`config.mk`:
```
export PLATFORM = sky130hd
export DESIGN_NAME = crate_cmd_regs
export DESIGN_NICKNAME = d
export VERILOG_FILES = /design/src/rtl/crate_pkg.sv /design/src/rtl/crate_addr_decode.sv /design/src/rtl/crate_cmd_unit.sv /design/src/rtl/crate_cycle_ctl.sv /design/src/rtl/crate_cmd_regs.sv
export SDC_FILE = /design/constraint.sdc
export NUM_CORES = 1
export LEC_CHECK = 0
export BUFFER_PORTS_ARGS = -buffer_cell sky130_fd_sc_hd__buf_2
export CORE_UTILIZATION = 55
export CTS_BUF_LIST = sky130_fd_sc_hd__clkbuf_8 sky130_fd_sc_hd__clkbuf_16
export DETAILED_ROUTE_END_ITERATION = 12
export GPL_TIMING_DRIVEN = 1
export MAX_ROUTING_LAYER = met4
export PLACE_DENSITY = 0.84
export SYNTH_ARGS = -nofsm -noshare
export SYNTH_HDL_FRONTEND = slang
export SYNTH_SLANG_ARGS = --single-unit
export TNS_END_PERCENT = 30
```
`constraint.sdc`:
```
create_clock -name clk -period 4.4 [get_ports clk]
set_clock_uncertainty 0.05 [all_clocks]
set_input_delay 0.66 -clock clk [delete_from_list [all_inputs] [get_ports clk]]
set_output_delay 0.66 -clock clk [all_outputs]
set_load 0.005 [all_outputs]
```
`src/rtl/crate_pkg.sv`:
```
package crate_pkg;
    localparam int HOST_DW = 32;
    localparam int HOST_AW = 16;
    localparam int RD_W    = 24;
    localparam int LED_W   = 16;
    localparam int NREG    = 16;

    localparam logic [3:0] IDX_REV  = 4'd0;
    localparam logic [3:0] IDX_CMD  = 4'd1;
    localparam logic [3:0] IDX_SCR  = 4'd2;
    localparam logic [3:0] IDX_CYC  = 4'd4;
    localparam logic [3:0] IDX_ADR  = 4'd5;
    localparam logic [3:0] IDX_STAT = 4'd6;

    localparam logic [3:0] OP_RESET  = 4'd1;
    localparam logic [3:0] OP_RECONF = 4'd2;
    localparam logic [3:0] OP_TEST   = 4'd3;
    localparam logic [3:0] OP_ZERO   = 4'd4;
    localparam logic [3:0] OP_CLEAR  = 4'd5;
    localparam logic [3:0] OP_INHIB  = 4'd6;
    localparam logic [3:0] OP_LED    = 4'd7;

    typedef struct packed {
        logic [HOST_DW-1:0] data;
        logic [HOST_AW-1:0] addr;
        logic               start;
        logic               busy;
        logic               done;
        logic [RD_W-1:0]    rdat;
        logic               q;
        logic               x;
    } cyc_state_t;

    typedef struct packed {
        logic             p_reset;
        logic             p_reconf;
        logic             p_zero;
        logic             p_clear;
        logic             test;
        logic             inhib;
        logic [LED_W-1:0] led;
    } cmd_state_t;
endpackage

```
`src/rtl/crate_addr_decode.sv`:
```
module crate_addr_decode
    import crate_pkg::*;
(
    input  logic               host_wr,
    input  logic [HOST_AW-1:0] host_addr,
    output logic [3:0]         idx,
    output logic [NREG-1:0]    wr_sel
);
    assign idx = host_addr[HOST_AW-1 -: 4];

    for (genvar i = 0; i < NREG; i++) begin : g_sel
        assign wr_sel[i] = host_wr && (idx == 4'(i));
    end
endmodule

```
`src/rtl/crate_cmd_unit.sv`:
```
module crate_cmd_unit
    import crate_pkg::*;
(
    input  logic             clk,
    input  logic             rst_n,
    input  logic             wr_en,
    input  logic [3:0]       code,
    input  logic [LED_W-1:0] arg,
    output logic             ctl_reset,
    output logic             ctl_reconfig,
    output logic             ctl_zero,
    output logic             ctl_clear,
    output logic             test_mode,
    output logic             inhibit,
    output logic [LED_W-1:0] led
);
    cmd_state_t st_d, st_q;

    always_comb begin
        st_d          = st_q;
        st_d.p_reset  = 1'b0;
        st_d.p_reconf = 1'b0;
        st_d.p_zero   = 1'b0;
        st_d.p_clear  = 1'b0;
        if (wr_en) begin
            case (code)
                OP_RESET:  st_d.p_reset  = 1'b1;
                OP_RECONF: st_d.p_reconf = 1'b1;
                OP_TEST:   st_d.test     = arg[LED_W-1];
                OP_ZERO:   st_d.p_zero   = 1'b1;
                OP_CLEAR:  st_d.p_clear  = 1'b1;
                OP_INHIB:  st_d.inhib    = arg[LED_W-1];
                OP_LED:    st_d.led      = arg;
                default:   ;
            endcase
        end
    end

    always_ff @(posedge clk) begin
        if (!rst_n) st_q <= '0;
        else        st_q <= st_d;
    end

    assign ctl_reset    = st_q.p_reset;
    assign ctl_reconfig = st_q.p_reconf;
    assign ctl_zero     = st_q.p_zero;
    assign ctl_clear    = st_q.p_clear;
    assign test_mode    = st_q.test;
    assign inhibit      = st_q.inhib;
    assign led          = st_q.led;
endmodule

```
`src/rtl/crate_cycle_ctl.sv`:
```
module crate_cycle_ctl
    import crate_pkg::*;
(
    input  logic               clk,
    input  logic               rst_n,
    input  logic               wr_en,
    input  logic [HOST_AW-1:0] host_addr,
    input  logic [HOST_DW-1:0] host_wdata,
    input  logic               seq_done,
    input  logic [RD_W-1:0]    seq_rdata,
    input  logic               seq_q,
    input  logic               seq_x,
    output logic               seq_start,
    output logic [4:0]         seq_n,
    output logic [4:0]         seq_f,
    output logic [3:0]         seq_a,
    output logic [RD_W-1:0]    seq_w,
    output logic [HOST_DW-1:0] data_lat,
    output logic [HOST_AW-1:0] addr_lat,
    output logic               busy,
    output logic               done,
    output logic [RD_W-1:0]    rdat,
    output logic               rsp_q,
    output logic               rsp_x
);
    cyc_state_t st_d, st_q;

    always_comb begin
        st_d       = st_q;
        st_d.start = 1'b0;
        if (seq_done) begin
            st_d.rdat = seq_rdata;
            st_d.q    = seq_q;
            st_d.x    = seq_x;
            st_d.done = 1'b1;
            st_d.busy = 1'b0;
        end
        if (wr_en && !st_q.busy) begin
            st_d.data = host_wdata;
            st_d.addr = host_addr;
            if (host_addr[2]) begin
                st_d.start = 1'b1;
                st_d.busy  = 1'b1;
                st_d.done  = 1'b0;
            end
        end
    end

    always_ff @(posedge clk) begin
        if (!rst_n) st_q <= '0;
        else        st_q <= st_d;
    end

    assign seq_start = st_q.start;
    assign seq_n     = st_q.addr[8:4];
    assign seq_f     = {st_q.addr[3], st_q.data[31:28]};
    assign seq_a     = st_q.data[27:24];
    assign seq_w     = st_q.data[RD_W-1:0];
    assign data_lat  = st_q.data;
    assign addr_lat  = st_q.addr;
    assign busy      = st_q.busy;
    assign done      = st_q.done;
    assign rdat      = st_q.rdat;
    assign rsp_q     = st_q.q;
    assign rsp_x     = st_q.x;
endmodule

```
`src/rtl/crate_cmd_regs.sv`:
```
module crate_cmd_regs
    import crate_pkg::*;
#(
    parameter logic [31:0] REVISION = 32'h2401_0A11
) (
    input  logic        clk,
    input  logic        rst_n,
    input  logic        host_wr,
    input  logic        host_rd,
    input  logic [15:0] host_addr,
    input  logic [31:0] host_wdata,
    output logic [31:0] host_rdata,
    output logic        seq_start,
    output logic [4:0]  seq_n,
    output logic [4:0]  seq_f,
    output logic [3:0]  seq_a,
    output logic [23:0] seq_w,
    input  logic        seq_done,
    input  logic [23:0] seq_rdata,
    input  logic        seq_q,
    input  logic        seq_x,
    input  logic        seq_busy_out,
    output logic        ctl_reset,
    output logic        ctl_reconfig,
    output logic        ctl_zero,
    output logic        ctl_clear,
    output logic        test_mode,
    output logic        inhibit,
    output logic [15:0] led
);
    logic [3:0]         idx;
    logic [NREG-1:0]    wr_sel;
    logic [HOST_DW-1:0] scratch_d, scratch_q;
    logic [HOST_DW-1:0] data_lat;
    logic [HOST_AW-1:0] addr_lat;
    logic               busy, done, rsp_q, rsp_x;
    logic [RD_W-1:0]    rdat;
    logic [HOST_DW-1:0] status_word;

    crate_addr_decode u_dec (
        .host_wr   (host_wr),
        .host_addr (host_addr),
        .idx       (idx),
        .wr_sel    (wr_sel)
    );

    crate_cmd_unit u_cmd (
        .clk          (clk),
        .rst_n        (rst_n),
        .wr_en        (wr_sel[IDX_CMD]),
        .code         (host_wdata[3:0]),
        .arg          (host_wdata[HOST_DW-1 -: LED_W]),
        .ctl_reset    (ctl_reset),
        .ctl_reconfig (ctl_reconfig),
        .ctl_zero     (ctl_zero),
        .ctl_clear    (ctl_clear),
        .test_mode    (test_mode),
        .inhibit      (inhibit),
        .led          (led)
    );

    crate_cycle_ctl u_cyc (
        .clk        (clk),
        .rst_n      (rst_n),
        .wr_en      (wr_sel[IDX_CYC]),
        .host_addr  (host_addr),
        .host_wdata (host_wdata),
        .seq_done   (seq_done),
        .seq_rdata  (seq_rdata),
        .seq_q      (seq_q),
        .seq_x      (seq_x),
        .seq_start  (seq_start),
        .seq_n      (seq_n),
        .seq_f      (seq_f),
        .seq_a      (seq_a),
        .seq_w      (seq_w),
        .data_lat   (data_lat),
        .addr_lat   (addr_lat),
        .busy       (busy),
        .done       (done),
        .rdat       (rdat),
        .rsp_q      (rsp_q),
        .rsp_x      (rsp_x)
    );

    always_comb begin
        scratch_d = scratch_q;
        if (wr_sel[IDX_SCR]) scratch_d = host_wdata;
    end

    always_ff @(posedge clk) begin
        if (!rst_n) scratch_q <= '0;
        else        scratch_q <= scratch_d;
    end

    assign status_word = {3'b000, seq_busy_out, busy, done, rsp_x, rsp_q, rdat};

    always_comb begin
        host_rdata = '0;
        if (host_rd) begin
            case (idx)
                IDX_REV:  host_rdata = REVISION;
                IDX_SCR:  host_rdata = scratch_q;
                IDX_CYC:  host_rdata = data_lat;
                IDX_ADR:  host_rdata = {{(HOST_DW-HOST_AW){1'b0}}, addr_lat};
                IDX_STAT: host_rdata = status_word;
                default:  host_rdata = '0;
            endcase
        end
    end
endmodule

```
== Word level (Yosys, flattened, before mapping) ==
Cells that the tools add are included.

* Equality and inequality tests: 12
* Mux-type cells: 9
* Reductions and logical operators: 11

{| class="wikitable"
|+ Operators by type and width
! operator !! count
|-
| $pmux 32 s5 || 1
|-
| $mux 32 || 1
|-
| $eq 4x3->1 const B || 7
|-
| $mux 28 || 1
|-
| $eq 4x2->1 const B || 3
|-
| $reduce_and 2->1 || 5
|-
| $eq 4x1->1 const B || 2
|-
| $logic_and 1x1->1 || 4
|-
| $logic_not 4->1 || 1
|-
| $mux 1 || 4
|-
| $mux 3 || 1
|-
| $mux 2 || 1
|-
| $logic_not 1->1 || 1
|}

* Register bits: 131
* Input port bits: 80
* Output and inout port bits: 93
* Word-level logic and storage cells: 48

== Logic depth before layout (Yosys ltp) ==
* Depth after elaboration: 4
* Gate-level depth with buffers: 7
* Gate-level depth less buffers: 4

== By module ==
From an unflattened synthesis, not the netlist that was laid out.

* Cells, all modules: 730
* Area, all modules: 6690.2 um2

{| class="wikitable"
|+ By module, submodules not included
! module !! instances !! cells each !! area an instance (um2) !! seq. area each (um2)
|-
| crate_cycle_ctl || 1 || 340 || 3269.4 || 1541.5
|-
| crate_cmd_regs || 1 || 271 || 2354.8 || 640.6
|-
| crate_cmd_unit || 1 || 92 || 918.4 || 440.4
|-
| crate_addr_decode || 1 || 27 || 147.6 || 0.0
|}

== Worst setup path after synthesis ==
No wires, ideal clock.

* Path type: input port to output port
* Start point: input host_addr[13]
* End point: output host_rdata[10]
* Arrival time: 1786 ps
* Data required time: 3690 ps
* Path slack: 1904 ps
* Stages on the path: 6
* Path buffers: 2
* Path through: buf_2 -> nand2b_1 -> nor3_1 -> buf_4 -> a222oi_1 -> nor2_1

* Cells in the longest elaborated chain, start to end: 3
* Elaborated cells between the ends (all ways): 7
* Those cells by class: eq/ne (4); mux (2); reduce/logical (1)

{| class="wikitable"
|+ RTL lines
! what !! line !! source
|-
| start, declared || crate_cmd_regs.sv:10 || <nowiki>input logic [15:0] host_addr,</nowiki>
|-
| $eq 4x3->1 (tied with other cells) || -- ||
|-
| $pmux 32 s5 (*) || crate_cmd_regs.sv:101 || <nowiki>case (idx)</nowiki>
|-
| $mux 32 (*) || crate_cmd_regs.sv:100 || <nowiki>if (host_rd) begin</nowiki>
|-
| end, declared || crate_cmd_regs.sv:12 || <nowiki>output logic [31:0] host_rdata,</nowiki>
|}

Every way passes the cells marked *; elsewhere a longest branch is shown, timed or not.

== Final worst setup path ==
* Start point: input host_addr[14]
* End point: output host_rdata[2]

Same word-level chain as after synthesis.

==> summary.txt <==
Final layout
  • Ant. Diodes: 0
  • Area of the multi-input gates: roughly 2900 sq um
  • Layout cell share with drive strength beyond 1: between 20 and 30%
  • Area grow syn2layout: 24.13%
  • Most common cell after layout, fill and taps aside: buf_2
  • Filler Cells Inserted: approximately 800
  • Reg area: ~2600 sq um
  • Commonest cells after routing, fill and taps aside: buf_2 (172), nand2_1 (157), dfxtp_1 (131)
  • Final layout net count: approximately 870
  • Final instance count without filler cells: 938

Worst setup path
  • Critical-path cell list: buf_2, nand2b_1, nor3_2, a222oi_1, nor2_1, buf_2
  • R2r endpoint: u_cyc.addr_lat[8]$_SDFFE_PN0P_
  • R2r setup slk: approximately 2.6 ns
  • CP dominant cell by count: buf_2
  • CP max stage cell: nor3_2
  • CP Data Required Time: between 3 and 4 ns
  • Crit path arrival time: between 2 and 3 ns
  • Crit. End Element: output pin
  • Startpoint types: input port
  • Crit-path max cell delay: about 0.89 ns
  • Worst Path Max Fanout: 19
  • Worst reg2reg path depth: 3
  • Kind of critical path: in -> out
  • RR Startpoint: u_cyc.busy$_SDFF_PN0_

Route
  • Post-route ant nets: 0
  • Met3 WL post-DR: about 1300 um
  • Number of vias per cell: roughly 5.5
  • Drt initial violations: 400
  • Total number of vias: 5202
  • 1st-pass router iterations: 8
  • Met1 wire length: around 6800 um
  • Top layer in use: met4
  • WL met2: roughly 7800 um
  • Post-route DRC violation count: 0
  • Drt total wl: ~16000 um
  • Wire length per cell: 17.31 um

STA
  • Final Hold Fails: 0
  • Final Max Tran Viols: 0
  • Crit path time final: approximately 3.5 ns
  • Setup violations, final: 0
  • Final worst path period share: about four fifths
  • Worst slew pin tran: around 1.1 ns
  • RSZ-0062 raised after global routing: false
  • Setup TNS Final: 0 ns
  • Max Clock Freq: 286.9 MHz
  • Worst setup margin: 0.9144 ns
  • Slew headroom: approximately 26%

Logic synthesis
  • Synth Register Bits: around 130
  • Synth Instances: between 600 and 700
  • Cell Area, Synth: around 5800 sq um
  • FFs w/ async S/R, synth: 0%
  • Sequential fraction of the synthesis area: 45.28%
  • Yosys top cell area share: a little under half
  • Synth Warn #: 0
  • Most used DFF post-synth: dfxtp_1
  • Yosys top cell by area: dfxtp_1
  • Synth area leaders: dfxtp_1 (45%), nand2_1 (10%), a21boi_0 (9.5%), mux2i_1 (8.5%), nor2b_1 (5.0%)
  • Synth Net Count: 731
  • Synthesized area per cell: 8.897 sq um
  • Number of enable flip-flop cells after synthesis: 0
  • Distinct cells, synth: 36

Floorplanning
  • Die X: 104.6 um
  • Die height: 104.6 um
  • CORE AREA: slightly above 10000 sq um
  • Die ar.: 10950 sq um
  • Row cnt: 37
  • # IOs: 173
  • Starting density of the core: between 50% and 60%

Global routing
  • Total GRT Usage: a little under a third
  • Initial antenna violation count: 0
  • Vias in the first global route: between 5000 and 6000
  • GRT Residual Overflow: 0
  • First-pass GRT wire length: 25530 um
  • Largest net degree at the start of global routing: a little over 80

Run status
  • Status: completed

Power
  • Pleak: between 3 and 4 nW
  • Combinational share of power: between 6 and 7%
  • Total chip power: slightly below 0.003 W
  • P_sw: approximately 0.00063 W
  • Power Dens Cells: about 400 nW/um^2
  • P_int: between 0.002 and 0.0025 W
  • Switching portion of total power: 21.83%
  • Flop pwr share: between 40% and 50%
  • Peak supply drop: 205.2 uV
  • Clock power share: 50.7%

Hold path
  • Min-delay src: host_addr[2]
  • Hold EP: u_cyc.done$_SDFF_PN0_
  • Hold Path Depth: 2
  • Min-Delay Path Class: in -> reg

Place
  • DP Cell Count: between 900 and 1000
  • Port buffer count: roughly 170
  • Gpl congestion: slightly below 0.9
  • Hpwl dp: between 10000 and 15000 um
  • DP Worst Slack: between 0.9 and 1 ns

Clock tree
  • Clock Path Buffers: 2
  • CTS tree: built
  • H-tree levels: 4
  • Setup Buffers After CTS: 0
  • Clock Sinks: 131
  • Skew-Pair Late Insertion Delay: 0.52 ns
  • Clk root buf: clkbuf_8
  • Cts hold-fix bufs: 0
  • CTS resizes: 0
  • CTS Buf Count: 17
  • Worst-path clk slew: around 0.06 ns

Flow run
  • Max Cap Viol: 0
-- Yosys cell counts, drive strengths merged (2+ instances only) --
library cell  count
mux2             12
buf              33
nand2b            3
inv               2
clkbuf           27
nand4             2
a211o             2
dfxtp           131
a21oi             7
and4b             3
nand2           157
nor3              3
a222oi           12
nor4b             3
a22o             12
nand4b            2
o21a              2
a22oi            14
nand3             3
nor2b            47
o21ai             2
and3              5
a21boi           77
a211oi            2
nor2             34
and4              2
mux2i            49
-- worst max path at each step --
stage	start	endpoint	slack, ns	cells after the start
final	host_addr[14]	host_rdata[2]	0.91	6
after floorplan	host_addr[13]	host_rdata[10]	1.90	6
after global placement	host_addr[14]	host_rdata[15]	1.08	6
after detailed placement	host_addr[14]	host_rdata[2]	0.97	6
after global routing	host_addr[14]	host_rdata[12]	0.85	6
after CTS	host_addr[14]	host_rdata[2]	0.96	6
-- stage by stage --
step                      hold slack, ns  instance area (sq um)  util [%]
final                             0.2962                   7189     69.95
after global routing              0.2939                   7189     69.95
after CTS                         0.2738                   7189     69.95
after detailed placement          0.4100                   6571     63.94
after global placement            0.3981                   6571     63.94
after floorplan                   0.3908                   5792         -
-- power groups by stage --
| stage | Clock [W] | Sequential [W] | Combinational, W |
|---|---|---|---|
| after global placement | 0 | 0.00125 | 0.000186 |
| after floorplan | 0 | 0.00125 | 0.000115 |
| after detailed placement | 0 | 0.00125 | 0.000190 |
| final | 0.00146 | 0.00123 | 0.000193 |
| after CTS | 0.00148 | 0.00123 | 0.000192 |
| after global routing | 0.00153 | 0.00123 | 0.000209 |
-- logic make-up (layout without fill, tap and decap cells) --
kind of cell	after synthesis	in the layout	synth area share, %
AND/OR/NAND/NOR	265	265	20.87
AO/OA/AOI/OAI	132	132	17.56
flip-flops	131	131	45.28
buffers and inverters	62	213	5.487
multiplexers	61	61	10.80
-- layer usage --
metal	GRT usage, %	up-vias
met5	-	-
met2	50.47	237
met3	8.983	36
met4	12.88	0
met1	34.79	2441
li1	-	2488
-- critical path, delay by kind of cell --
family / cells / cell delay (ns)
buffers and inverters: 2 / 0.52
AO/OA/AOI/OAI: 1 / 0.28
AND/OR/NAND/NOR: 3 / 1.31
-- state kept, by name (all words and copies together), names as in the netlist --
name                flops
u_cyc.rdat             24
u_cyc.addr_lat         16
u_cyc.seq_start         1
u_cyc.rsp_x             1
u_cmd.ctl_zero          1
u_cyc.data_lat         32
u_cyc.done              1
u_cyc.rsp_q             1
u_cyc.busy              1
u_cmd.ctl_clear         1
u_cmd.inhibit           1
u_cmd.ctl_reconfig      1
u_cmd.test_mode         1
u_cmd.led              16
u_cmd.ctl_reset         1
scratch_q              32
-- area by class of cell --
class / instances / share of cell area [%]
multi-input combinational: 458 / 39.75
sequential: 131 / 36.48
clock inverter: 12 / 2.262
inverter: 2 / 0.1044
clock buffer: 20 / 6.335
timing repair buffer: 179 / 12.70
tap: 136 / 2.367
(Power assumes the default switching activity.)
